===== config.mk =====
export PLATFORM = sky130hd
export DESIGN_NAME = irq_nest_arb
export DESIGN_NICKNAME = d
export VERILOG_FILES = /design/src/rtl/irq_arb_pkg.sv /design/src/rtl/irq_pend_bank.sv /design/src/rtl/irq_pick.sv /design/src/rtl/lvl_stack.sv /design/src/rtl/irq_nest_arb.sv
export SDC_FILE = /design/constraint.sdc
export NUM_CORES = 1
export LEC_CHECK = 0
export ABC_CLOCK_PERIOD_IN_PS = 35800
export BUFFER_PORTS_ARGS = -buffer_cell sky130_fd_sc_hd__buf_2
export CELL_PAD_IN_SITES_DETAIL_PLACEMENT = 0
export CELL_PAD_IN_SITES_GLOBAL_PLACEMENT = 1
export CORE_MARGIN = 2
export CORE_UTILIZATION = 44
export DETAILED_ROUTE_END_ITERATION = 10
export GPL_TIMING_DRIVEN = 1
export HOLD_SLACK_MARGIN = 0.06
export PLACE_DENSITY = 0.92
export REMOVE_ABC_BUFFERS = 1
export SYNTH_ARGS = -nofsm -noshare
export SYNTH_HDL_FRONTEND = slang
export SYNTH_SLANG_ARGS = --single-unit

===== constraint.sdc =====
create_clock -name clk -period 35.8 [get_ports clk]
set_clock_uncertainty 0.1 [all_clocks]
set_input_delay 5.37 -clock clk [delete_from_list [all_inputs] [get_ports clk]]
set_output_delay 5.37 -clock clk [all_outputs]
set_load 0.01 [all_outputs]

===== src/rtl/irq_arb_pkg.sv =====
package irq_arb_pkg;
  localparam int LVL_W = 2;
  typedef logic [LVL_W-1:0] lvl_t;
  localparam lvl_t LVL_TOP = 2'd3;
  localparam int VEC_RST  = 0;
  localparam int VEC_TLI  = 1;
  localparam int VEC_TRAP = 2;
  localparam int VEC_BASE = 3;
endpackage


===== src/rtl/irq_pend_bank.sv =====
module irq_pend_bank #(
  parameter int N = 8
) (
  input  logic         clk,
  input  logic         rst,
  input  logic [N-1:0] set_i,
  input  logic [N-1:0] clr_i,
  input  logic [N-1:0] take_i,
  output logic [N-1:0] pend_nx,
  output logic [N-1:0] pend_q
);
  for (genvar g = 0; g < N; g++) begin : g_bit
    // software clear dominates, a fresh request survives an entry clear
    assign pend_nx[g] = ((pend_q[g] & ~take_i[g]) | set_i[g]) & ~clr_i[g];
    always_ff @(posedge clk) begin
      if (rst) pend_q[g] <= 1'b0;
      else     pend_q[g] <= pend_nx[g];
    end
  end
endmodule


===== src/rtl/irq_pick.sv =====
module irq_pick
  import irq_arb_pkg::*;
#(
  parameter int N = 8,
  localparam int IDX_W = (N > 1) ? $clog2(N) : 1
) (
  input  logic [N-1:0]       pend,
  input  logic [N-1:0]       en,
  input  logic [2*N-1:0]     prio,
  input  lvl_t               cur,
  output logic               hit,
  output logic [IDX_W-1:0]   idx,
  output lvl_t               lvl
);
  lvl_t p;
  always_comb begin
    hit = 1'b0;
    idx = '0;
    lvl = '0;
    p   = '0;
    // walk from the weakest hardware slot down; >= lets lower index take ties
    for (int i = N - 1; i >= 0; i--) begin
      p = prio[2*i +: 2];
      if (pend[i] && en[i] && (p > cur) && (!hit || p >= lvl)) begin
        hit = 1'b1;
        idx = IDX_W'(i);
        lvl = p;
      end
    end
  end
endmodule


===== src/rtl/lvl_stack.sv =====
module lvl_stack
  import irq_arb_pkg::*;
#(
  parameter int DEPTH = 4
) (
  input  logic clk,
  input  logic rst,
  input  logic push,
  input  logic pop,
  input  lvl_t din,
  output lvl_t top
);
  lvl_t s      [DEPTH];
  lvl_t dn_src [DEPTH];
  lvl_t up_src [DEPTH];

  for (genvar g = 0; g < DEPTH; g++) begin : g_slot
    if (g == 0) begin : g_first
      assign dn_src[g] = din;
    end else begin : g_mid
      assign dn_src[g] = s[g-1];
    end
    if (g == DEPTH - 1) begin : g_last
      assign up_src[g] = '0;
    end else begin : g_inner
      assign up_src[g] = s[g+1];
    end
    always_ff @(posedge clk) begin
      if (rst)              s[g] <= '0;
      else if (push && pop) s[g] <= (g == 0) ? din : s[g];
      else if (push)        s[g] <= dn_src[g];
      else if (pop)         s[g] <= up_src[g];
    end
  end

  assign top = s[0];
endmodule


===== src/rtl/irq_nest_arb.sv =====
module irq_nest_arb
  import irq_arb_pkg::*;
#(
  parameter int NUM_SRC     = 8,
  parameter int STACK_DEPTH = 4,
  localparam int VEC_W      = $clog2(NUM_SRC + VEC_BASE)
) (
  input  logic                 clk,
  input  logic                 rst,
  input  logic [NUM_SRC-1:0]   irq_req,
  input  logic [NUM_SRC-1:0]   irq_en,
  input  logic [2*NUM_SRC-1:0] irq_prio,
  input  logic [NUM_SRC-1:0]   irq_clr,
  input  logic                 trap_req,
  input  logic                 tli_req,
  input  logic                 cpu_ack,
  input  logic                 cpu_iret,
  input  logic [1:0]           restore_lvl,
  output logic [1:0]           cur_lvl,
  output logic [1:0]           prev_lvl,
  output logic                 take_valid,
  output logic [VEC_W-1:0]     take_vec,
  output logic                 take_stack,
  output logic                 wake
);
  localparam int IDX_W = (NUM_SRC > 1) ? $clog2(NUM_SRC) : 1;
  localparam logic [VEC_W-1:0] V_RST  = VEC_W'(VEC_RST);
  localparam logic [VEC_W-1:0] V_TLI  = VEC_W'(VEC_TLI);
  localparam logic [VEC_W-1:0] V_TRAP = VEC_W'(VEC_TRAP);
  localparam logic [VEC_W-1:0] V_BASE = VEC_W'(VEC_BASE);

  lvl_t             cur_lvl_q, take_lvl_q, lvl_base, lvl_nx, pick_lvl, lvl_d;
  logic             take_valid_q, take_stack_q, wake_q;
  logic [VEC_W-1:0] take_vec_q, vec_d;
  logic             valid_d, stack_d;
  logic             rst_pend_q, tli_q, trap_q;
  logic             rst_nx, tli_nx, trap_nx;
  logic             entry, nmi_entry;
  logic [NUM_SRC-1:0] take_m, pend_nx, pend_q;
  logic             pick_hit;
  logic [IDX_W-1:0] pick_idx;

  assign entry     = cpu_ack & take_valid_q;
  assign nmi_entry = entry & (take_vec_q < V_BASE);

  for (genvar g = 0; g < NUM_SRC; g++) begin : g_take
    assign take_m[g] = entry && (take_vec_q == VEC_W'(VEC_BASE + g));
  end

  irq_pend_bank #(.N(NUM_SRC)) u_bank (
    .clk    (clk),
    .rst    (rst),
    .set_i  (irq_req),
    .clr_i  (irq_clr),
    .take_i (take_m),
    .pend_nx(pend_nx),
    .pend_q (pend_q)
  );

  // non-maskable latches, cleared only by their own entry
  assign rst_nx  = rst_pend_q & ~(entry && take_vec_q == V_RST);
  assign tli_nx  = (tli_q  & ~(entry && take_vec_q == V_TLI))  | tli_req;
  assign trap_nx = (trap_q & ~(entry && take_vec_q == V_TRAP)) | trap_req;

  // return first, then a same-cycle entry stacks the restored level
  assign lvl_base = cpu_iret ? lvl_t'(restore_lvl) : cur_lvl_q;
  assign lvl_nx   = !entry   ? lvl_base :
                    nmi_entry ? LVL_TOP : take_lvl_q;

  lvl_stack #(.DEPTH(STACK_DEPTH)) u_stack (
    .clk (clk),
    .rst (rst),
    .push(entry && take_vec_q != V_RST),
    .pop (cpu_iret),
    .din (lvl_base),
    .top (prev_lvl)
  );

  irq_pick #(.N(NUM_SRC)) u_pick (
    .pend(pend_nx),
    .en  (irq_en),
    .prio(irq_prio),
    .cur (lvl_nx),
    .hit (pick_hit),
    .idx (pick_idx),
    .lvl (pick_lvl)
  );

  always_comb begin
    valid_d = 1'b1;
    stack_d = 1'b1;
    lvl_d   = LVL_TOP;
    vec_d   = V_RST;
    if (rst_nx) begin
      stack_d = 1'b0;
    end else if (tli_nx) begin
      vec_d = V_TLI;
    end else if (trap_nx) begin
      vec_d = V_TRAP;
    end else if (pick_hit) begin
      vec_d = VEC_W'(pick_idx) + V_BASE;
      lvl_d = pick_lvl;
    end else begin
      valid_d = 1'b0;
      stack_d = 1'b0;
    end
  end

  always_ff @(posedge clk) begin
    if (rst) begin
      cur_lvl_q    <= LVL_TOP;
      rst_pend_q   <= 1'b1;
      tli_q        <= 1'b0;
      trap_q       <= 1'b0;
      take_valid_q <= 1'b1;
      take_vec_q   <= V_RST;
      take_stack_q <= 1'b0;
      take_lvl_q   <= LVL_TOP;
      wake_q       <= 1'b1;
    end else begin
      cur_lvl_q    <= lvl_nx;
      rst_pend_q   <= rst_nx;
      tli_q        <= tli_nx;
      trap_q       <= trap_nx;
      take_valid_q <= valid_d;
      take_vec_q   <= vec_d;
      take_stack_q <= stack_d;
      take_lvl_q   <= lvl_d;
      wake_q       <= rst_nx | tli_nx | trap_nx;
    end
  end

  assign cur_lvl    = cur_lvl_q;
  assign take_valid = take_valid_q;
  assign take_vec   = take_vec_q;
  assign take_stack = take_stack_q;
  assign wake       = wake_q;
endmodule


==> results of run 1 <==
cell type report:
class | count | share of cell area (%)
multi-input combinational | 234 | 59.57
sequential | 30 | 22.84
timing repair buffer | 58 | 9.740
tap | 72 | 3.023
clock buffer | 7 | 2.897
inverter | 14 | 1.763
clock inverter | 1 | 0.1679
placed cells by master, fill, tap and decap left out, types with 4 or more instances in the layout:
master,Yosys,final
sky130_fd_sc_hd__inv_1,13,13
sky130_fd_sc_hd__nand3_1,7,7
sky130_fd_sc_hd__nand2b_1,10,10
sky130_fd_sc_hd__nand2_1,30,30
sky130_fd_sc_hd__nand3b_1,6,6
sky130_fd_sc_hd__nor2_1,25,25
sky130_fd_sc_hd__and3_1,5,5
sky130_fd_sc_hd__edfxtp_1,8,8
sky130_fd_sc_hd__o2111a_1,5,5
sky130_fd_sc_hd__buf_2,2,58
sky130_fd_sc_hd__nor3_1,4,4
sky130_fd_sc_hd__clkbuf_8,0,6
sky130_fd_sc_hd__nor2b_1,16,16
sky130_fd_sc_hd__o21ai_0,7,7
sky130_fd_sc_hd__dfxtp_1,22,22
sky130_fd_sc_hd__ha_1,31,31
sky130_fd_sc_hd__a211o_1,4,4
sky130_fd_sc_hd__a21oi_1,18,18
sky130_fd_sc_hd__o21a_1,4,4
sequential cells by signal (all words and copies together), names as in the netlist:
name and count:
u_bank.pend_q 8, u_stack.s 8, take_vec 4, cur_lvl 2
take_lvl_q 2, rst_pend_q 1, take_stack 1, take_valid 1
tli_q 1, trap_q 1, wake 1
power by group through the flow:
stage	Sequential (mW)	Clock, mW	Combinational [mW]
2_1_floorplan	0.0392	0	0.0162
3_3_place_gp	0.0391	0	0.0240
3_5_place_dp	0.0392	0	0.0247
4_1_cts	0.0385	0.0273	0.0249
5_1_grt	0.0387	0.0287	0.0282
6_report	0.0385	0.0266	0.0248
layer usage:
metal | global-route usage, % | vias to the layer above
li1 | - | 1180
met4 | 3.898 | 0
met5 | 0 | -
met3 | 3.483 | 6
met1 | 23.97 | 1053
met2 | 32.67 | 47
worst paths after layout:
check | slack, ns | endpoint | from
max | 19.37 | take_vec[2] | cpu_iret
min | 0.44 | trap_q | trap_q
max reg2reg | 24.16 | take_vec[2] | take_valid
min reg2reg | 0.44 | trap_q | trap_q
cells by family (layout without fill, tap and decap cells):
| kind of cell | after synthesis | after routing | synth area share [%] |
|---|---|---|---|
| xor gates and xnor gates | 1 | 1 | 0.3437 |
| DFF | 30 | 30 | 26.71 |
| AOI/OAI and AO/OA | 79 | 79 | 26.95 |
| buffers and inverters | 22 | 80 | 3.632 |
| muxes | 2 | 2 | 1.325 |
| and+or+nand+nor | 121 | 121 | 25.82 |
| adders and majority gates | 31 | 31 | 15.22 |
critical path, delay by kind of cell:
family / cells / cell delay, ns
AOI/OAI and AO/OA: 26 / 4.99
and+or+nand+nor: 21 / 3.40
adders and majority gates: 9 / 2.39
buffers and inverters: 2 / 0.34
==> tab_implementation.tex, run 1 <==
\begin{tabular}{lr}
\hline
Metric & Value \\
\hline
\multicolumn{2}{l}{\textbf{Setup path}} \\
Worst-path maximum fanout & 14 \\
Crit path kind & primary input to flip-flop \\
Number of cells traversed by the worst register-to-register path & 56 \\
WP data arrival & 16.50 ns \\
Slowest cell on crit path & sky130\_fd\_sc\_hd\_\_or4\_1 \\
Most used cell, CP & sky130\_fd\_sc\_hd\_\_ha\_1 \\
Crit start category & primary input \\
Critical path required time & 35.86 ns \\
Largest stage delay on the critical path & 0.50 ns \\
Element type at the critical path end & flip-flop \\
\multicolumn{2}{l}{\textbf{Timing}} \\
Worst rel slew slack & 47.13\% \\
Post-route worst hold slack & 0.4356 ns \\
Accumulated negative setup slack & 0 ns \\
Setup Viol. Count Final & 0 \\
Transition time at the pin with the least slew margin & 0.7931 ns \\
Post-route setup slack & 19.37 ns \\
Max-slew violation count & 0 \\
Share of the cycle needed by the critical path after routing & 45.90\% \\
Hold violation count in the final report & 0 \\
Setup repair after global routing missed its margin & false \\
Timing-limited maximum frequency & 60.85 MHz \\
Min Clock Period, post-route & 16.43 ns \\
\multicolumn{2}{l}{\textbf{Global route}} \\
Vias in the first global route & 2152 \\
Overflow left after global routing & 0 \\
Pin count of the biggest net entering global routing & 23 \\
Global router's overall resource usage & 18.70\% \\
Antenna violations before repair & 0 \\
Wire length of the first global-routing pass & 9584 µm \\
\multicolumn{2}{l}{\textbf{Clock tree}} \\
Count of H-tree levels built during CTS & 2 \\
Root Buffer & sky130\_fd\_sc\_hd\_\_clkbuf\_8 \\
TritonCTS clock tree & done \\
Post-cts repair resize count & 0 \\
Clock Pin Slew Worst Setup and Hold Paths & 0.06 ns \\
CTS Buf Count & 5 \\
Later-pin clock latency in the skew report & 0.27 ns \\
Clock buffer depth & 2 \\
Setup repair bufs after CTS & 0 \\
Number of sinks driven by the clock tree & 30 \\
CTS Hold Buffers Added & 0 \\
\multicolumn{2}{l}{\textbf{Power}} \\
Relative contribution of the clock network to total power & 29.6\% \\
Flop pwr share & 42.8\% \\
Total internal power & 63.28 µW \\
Maximum VDD drop & 0.00001993 V \\
Switching component of the power & 26.59 µW \\
Leak pwr & 1.318 nW \\
Power density over cell area & 30.15 nW/µm² \\
Proportion of power drawn by combinational gates & 27.5\% \\
Switching part of the total & 29.59\% \\
Tot Pwr & 89.87 µW \\
\multicolumn{2}{l}{\textbf{Route}} \\
DRC viols & 0 \\
Detailed-routed wire length on met3 & 273 µm \\
Iter 0 DRT Violations & 72 \\
Uppermost layer routed & met4 \\
Detailed-routing iteration count for the pre-antenna-repair pass & 4 \\
Routed Wire Length & 5755 µm \\
Vias & 2286 \\
Wire length on met2 & 2672 µm \\
Length of routed wiring on met1 & 2760 µm \\
Mean number of vias per cell & 5.495 \\
Post-route antenna net violation count & 0 \\
Detailed-route wire length per cell & 13.83 µm \\
\multicolumn{2}{l}{\textbf{Logic synthesis}} \\
Synth Register Bits & 30 \\
Netlist cell types & 64 \\
Netlist area before placement & 2549 µm² \\
Post-Syn Instances & 286 \\
Cell taking the most area after synthesis & sky130\_fd\_sc\_hd\_\_dfxtp\_1 \\
Share of synthesized registers carrying an async set or reset & 0\% \\
Number of warnings reported in the yosys synthesis log & 0 \\
Leading post-synthesis cells by cell area & sky130\_fd\_sc\_hd\_\_dfxtp\_1 17\%, sky130\_fd\_sc\_hd\_\_ha\_1 15\%, sky130\_fd\_sc\_hd\_\_edfxtp\_1 9.4\%, sky130\_fd\_sc\_hd\_\_nand2\_1 4.4\%, sky130\_fd\_sc\_hd\_\_nor2b\_1 3.9\% \\
Most instantiated cells after synthesis & 31 x sky130\_fd\_sc\_hd\_\_ha\_1, 30 x sky130\_fd\_sc\_hd\_\_nand2\_1, 25 x sky130\_fd\_sc\_hd\_\_nor2\_1 \\
Number of enable-type register cells in the synthesized netlist & 8 \\
Most frequently used cell type in the post-synthesis netlist & sky130\_fd\_sc\_hd\_\_ha\_1 \\
Synth Area per Inst & 8.912 µm² \\
Area share of the largest cell type after synthesis & 17.28\% \\
Register area share after synthesis & 26.71\% \\
Top FF cell, synth & sky130\_fd\_sc\_hd\_\_dfxtp\_1 \\
\multicolumn{2}{l}{\textbf{Placed design}} \\
Pre-CTS WS & 19.23 ns \\
Total of buffers placed on input and output ports & 58 \\
Gpl congestion & 0.8184 \\
Area after detailed placement & 2889 µm² \\
Placed Instances & 408 \\
Detailed placement HPWL & 4637 µm \\
\multicolumn{2}{l}{\textbf{Die}} \\
Die area & 6418 µm² \\
Die Width & 80.11 µm \\
Count of pins on the block boundary & 59 \\
Area of the placeable core & 5540 µm² \\
Placement row count & 27 \\
Starting density of the core & 46.00\% \\
Die height & 80.11 µm \\
\multicolumn{2}{l}{\textbf{Final layout}} \\
Total area of multi-input combinational cells & 1775 µm² \\
Area growth syn-to-layout & 16.94\% \\
Number of antenna diodes & 0 \\
Flip-flop and latch area & 680.7 µm² \\
Count of non-filler cells in the finished layout & 416 \\
Fill cell count & 540 \\
Post-route cell area & 2980 µm² \\
Layout cells sized above 1 & 27.62\% \\
Fraction of the core area covered by cells at the end of the flow & 53.79\% \\
Number of nets in the finished design & 422 \\
\multicolumn{2}{l}{\textbf{Hold path}} \\
Worst min path class & flip-flop to flip-flop \\
Worst hold path cell count & 2 \\
\multicolumn{2}{l}{\textbf{Status}} \\
Outcome & completed \\
\multicolumn{2}{l}{\textbf{Run}} \\
Maxcap violations & 0 \\
\hline
\end{tabular}
(Power assumes the default switching activity.)
==> inputs of run 2 (changes only) <==
ABC_CLOCK_PERIOD_IN_PS = 16000   (was 35800)
CORE_UTILIZATION = 41   (was 44)
PLACE_DENSITY = 0.87   (was 0.92)
clock period = 16 ns   (was 35.8 ns; I/O delays follow)
==> run 2 against run 1 <==
Critical path type unchanged; largest power group unchanged; first-iteration DRC count grew 17%; wire length grew 4.5%; hold slack gained 0.0015 ns; sequential cell count is the same; power grew 120%.
==> tab_implementation.tex, run 2 (synthesis gave the netlist of run 1 again) <==
\begin{tabular}{lr}
\hline
Metric & Value \\
\hline
\multicolumn{2}{l}{\textbf{Setup path}} \\
Largest stage delay on the critical path & 0.50 ns (about the same) \\
Most used cell, CP & sky130\_fd\_sc\_hd\_\_ha\_1 \\
Element type at the critical path end & flip-flop \\
Buffering stage count on the worst path with inverters included & 2 (unchanged) \\
Critical path required time & 16.07 ns (-19.79 ns) \\
WP data arrival & 13.58 ns (-2.92 ns) \\
Number of cells traversed by the worst register-to-register path & 56 (unchanged) \\
Crit path kind & primary input to flip-flop \\
Crit start category & primary input \\
Worst-path maximum fanout & 9 (-5) \\
R2R Path Start & take\_valid \\
Worst path top cell family by delay & compound AO/OA/AOI/OAI gates \\
Reg-to-reg setup timing slack & 4.29 ns (-19.87 ns) \\
Slowest cell on crit path & sky130\_fd\_sc\_hd\_\_or4\_1 \\
Endpoint of the lowest-slack register-to-register path & take\_vec[2] \\
\multicolumn{2}{l}{\textbf{Die}} \\
Count of pins on the block boundary & 59 (unchanged) \\
Die height & 82.85 µm (+3.4\%) \\
Die area & 6863 µm² (+6.9\%) \\
Area of the placeable core & 5956 µm² (+7.5\%) \\
Placement row count & 28 (+3.7\%) \\
Starting density of the core & 42.79\% (-3.2 points) \\
Die Width & 82.85 µm (+3.4\%) \\
\multicolumn{2}{l}{\textbf{Timing}} \\
Max-slew violation count & 0 (unchanged) \\
Setup repair after global routing missed its margin & false \\
Setup Viol. Count Final & 0 (unchanged) \\
Transition time at the pin with the least slew margin & 0.8123 ns (+0.01922 ns) \\
Min Clock Period, post-route & 13.51 ns \\
Hold violation count in the final report & 0 (unchanged) \\
Timing-limited maximum frequency & 74.04 MHz \\
Share of the cycle needed by the critical path after routing & 84.41\% \\
Worst rel slew slack & 45.85\% (-1.3 points) \\
Post-route worst hold slack & 0.4371 ns (+0.001511 ns) \\
Accumulated negative setup slack & 0 ns (unchanged) \\
\multicolumn{2}{l}{\textbf{Power}} \\
Maximum VDD drop & 0.00004182 V (+110\%) \\
Tot Pwr & 199.5 µW (+120\%) \\
Relative contribution of the clock network to total power & 29.0\% (-0.6 points) \\
Total internal power & 137.1 µW (+120\%) \\
Flop pwr share & 43.2\% (+0.4 points) \\
Leak pwr & 1.315 nW (-0.25\%) \\
Power density over cell area & 67.04 nW/µm² (+120\%) \\
Switching component of the power & 62.38 µW (+130\%) \\
Switching part of the total & 31.27\% (+1.7 points) \\
Proportion of power drawn by combinational gates & 27.9\% (+0.4 points) \\
\multicolumn{2}{l}{\textbf{Route}} \\
Vias & 2291 (+0.22\%) \\
Post-route antenna net violation count & 0 (unchanged) \\
DRC viols & 0 (unchanged) \\
Detailed-routing iteration count for the pre-antenna-repair pass & 4 (unchanged) \\
Routed Wire Length & 6012 µm (+4.5\%) \\
Mean number of vias per cell & 5.468 (-0.50\%) \\
Iter 0 DRT Violations & 84 (+17\%) \\
Detailed-route wire length per cell & 14.35 µm (+3.7\%) \\
\multicolumn{2}{l}{\textbf{Final layout}} \\
Area growth syn-to-layout & 16.74\% \\
Top library cells by usage in the layout, fill and taps aside & 58 x sky130\_fd\_sc\_hd\_\_buf\_2, 31 x sky130\_fd\_sc\_hd\_\_ha\_1, 30 x sky130\_fd\_sc\_hd\_\_nand2\_1 \\
Number of nets in the finished design & 422 (unchanged) \\
Most common library cell in the layout ignoring fill and taps & sky130\_fd\_sc\_hd\_\_buf\_2 \\
Fraction of the core area covered by cells at the end of the flow & 49.96\% (-3.8 points) \\
Post-route cell area & 2975 µm² (-0.17\%) \\
Number of antenna diodes & 0 (unchanged) \\
Layout cells sized above 1 & 27.62\% (unchanged) \\
\multicolumn{2}{l}{\textbf{Global route}} \\
Overflow left after global routing & 0 (unchanged) \\
Vias in the first global route & 2230 (+3.6\%) \\
Antenna violations before repair & 0 (unchanged) \\
Wire length of the first global-routing pass & 10250 µm (+7.0\%) \\
Global router's overall resource usage & 17.93\% (-0.77 points) \\
Pin count of the biggest net entering global routing & 23 (unchanged) \\
\multicolumn{2}{l}{\textbf{Hold path}} \\
Worst min path class & flip-flop to flip-flop \\
End of the worst hold path & rst\_pend\_q \\
Hold Startpoint & rst\_pend\_q \\
Worst hold path cell count & 2 (unchanged) \\
\multicolumn{2}{l}{\textbf{Placed design}} \\
Detailed placement HPWL & 4877 µm (+5.2\%) \\
Area after detailed placement & 2893 µm² (+0.13\%) \\
Gpl congestion & 0.8044 (-1.7\%) \\
Total of buffers placed on input and output ports & 58 (unchanged) \\
\multicolumn{2}{l}{\textbf{Run}} \\
Maxcap violations & 0 (unchanged) \\
\multicolumn{2}{l}{\textbf{Clock tree}} \\
Post-cts repair resize count & 0 (unchanged) \\
Clock Pin Slew Worst Setup and Hold Paths & 0.06 ns (about the same) \\
CTS Buf Count & 5 (unchanged) \\
Number of sinks driven by the clock tree & 30 (unchanged) \\
TritonCTS clock tree & done \\
Later-pin clock latency in the skew report & 0.28 ns (about the same) \\
Count of H-tree levels built during CTS & 2 (unchanged) \\
Clock buffer depth & 2 (unchanged) \\
CTS Hold Buffers Added & 0 (unchanged) \\
Root Buffer & sky130\_fd\_sc\_hd\_\_clkbuf\_8 \\
Setup repair bufs after CTS & 0 (unchanged) \\
\multicolumn{2}{l}{\textbf{Status}} \\
Outcome & completed \\
\hline
\end{tabular}
run 2: cell types whose count changed in the layout (fill, tap and decap cells not counted), sizes merged:
| cell | previous run | this run |
|---|---|---|
| clkbuf | 7 | 6 |
| clkinv | 1 | 2 |
run 2: cell type report:
cell class | instances | area [µm²]
fillers | 592 | 2980
multi-input cells | 234 | 1775
flip-flops and latches | 30 | 680.7
repair buffers | 58 | 290.3
well taps | 75 | 93.84
clock buffers | 6 | 72.57
inverters | 14 | 52.55
clock inverters | 2 | 10.01
run 2: through the flow:
step           setup WS, ns  std cells
5_1_grt               1.695        419
3_3_place_gp          2.461        411
3_5_place_dp          2.314        411
6_report              2.495        419
2_1_floorplan         3.565        278
4_1_cts               2.534        419
run 2: how the worst max path moves through the flow:
stage / startpoint / endpoint / cells past startpoint
6_report: cpu_ack / take_vec[2] / 57
5_1_grt: cpu_ack / take_vec[2] / 57
4_1_cts: cpu_ack / take_vec[2] / 57
3_5_place_dp: cpu_ack / take_vec[2] / 57
3_3_place_gp: cpu_ack / take_vec[2] / 57
2_1_floorplan: cpu_ack / take_vec[2] / 54
run 2: metal layers:
metal	wire length [µm]	vias up	global-route usage (%)	part of all wire [%]
met2	2783	49	30.87	46
li1	-	1181	-	-
met1	2872	1051	22.30	48
met3	237	10	3.479	3.9
met5	0	-	0	0
met4	119	0	6.259	2.0
run 2: power by group through the flow:
stage | combinational, mW | clock [mW] | sequential [mW]
2_1_floorplan | 0.0363 | 0 | 0.0877
3_3_place_gp | 0.0542 | 0 | 0.0877
3_5_place_dp | 0.0557 | 0 | 0.0878
4_1_cts | 0.0561 | 0.0586 | 0.0861
5_1_grt | 0.0631 | 0.0616 | 0.0868
6_report | 0.0556 | 0.0578 | 0.0861
run 2: worst reg2reg max path: cells and delay by family, from the launching register on:
family | cells | cell delay (ns)
AO/OA/AOI/OAI | 24 | 4.85
AND/OR/NAND/NOR | 22 | 3.78
adder cells (fa/ha/maj) | 9 | 2.41
flip-flops | 1 | 0.41
buffers and inverters | 1 | 0.11
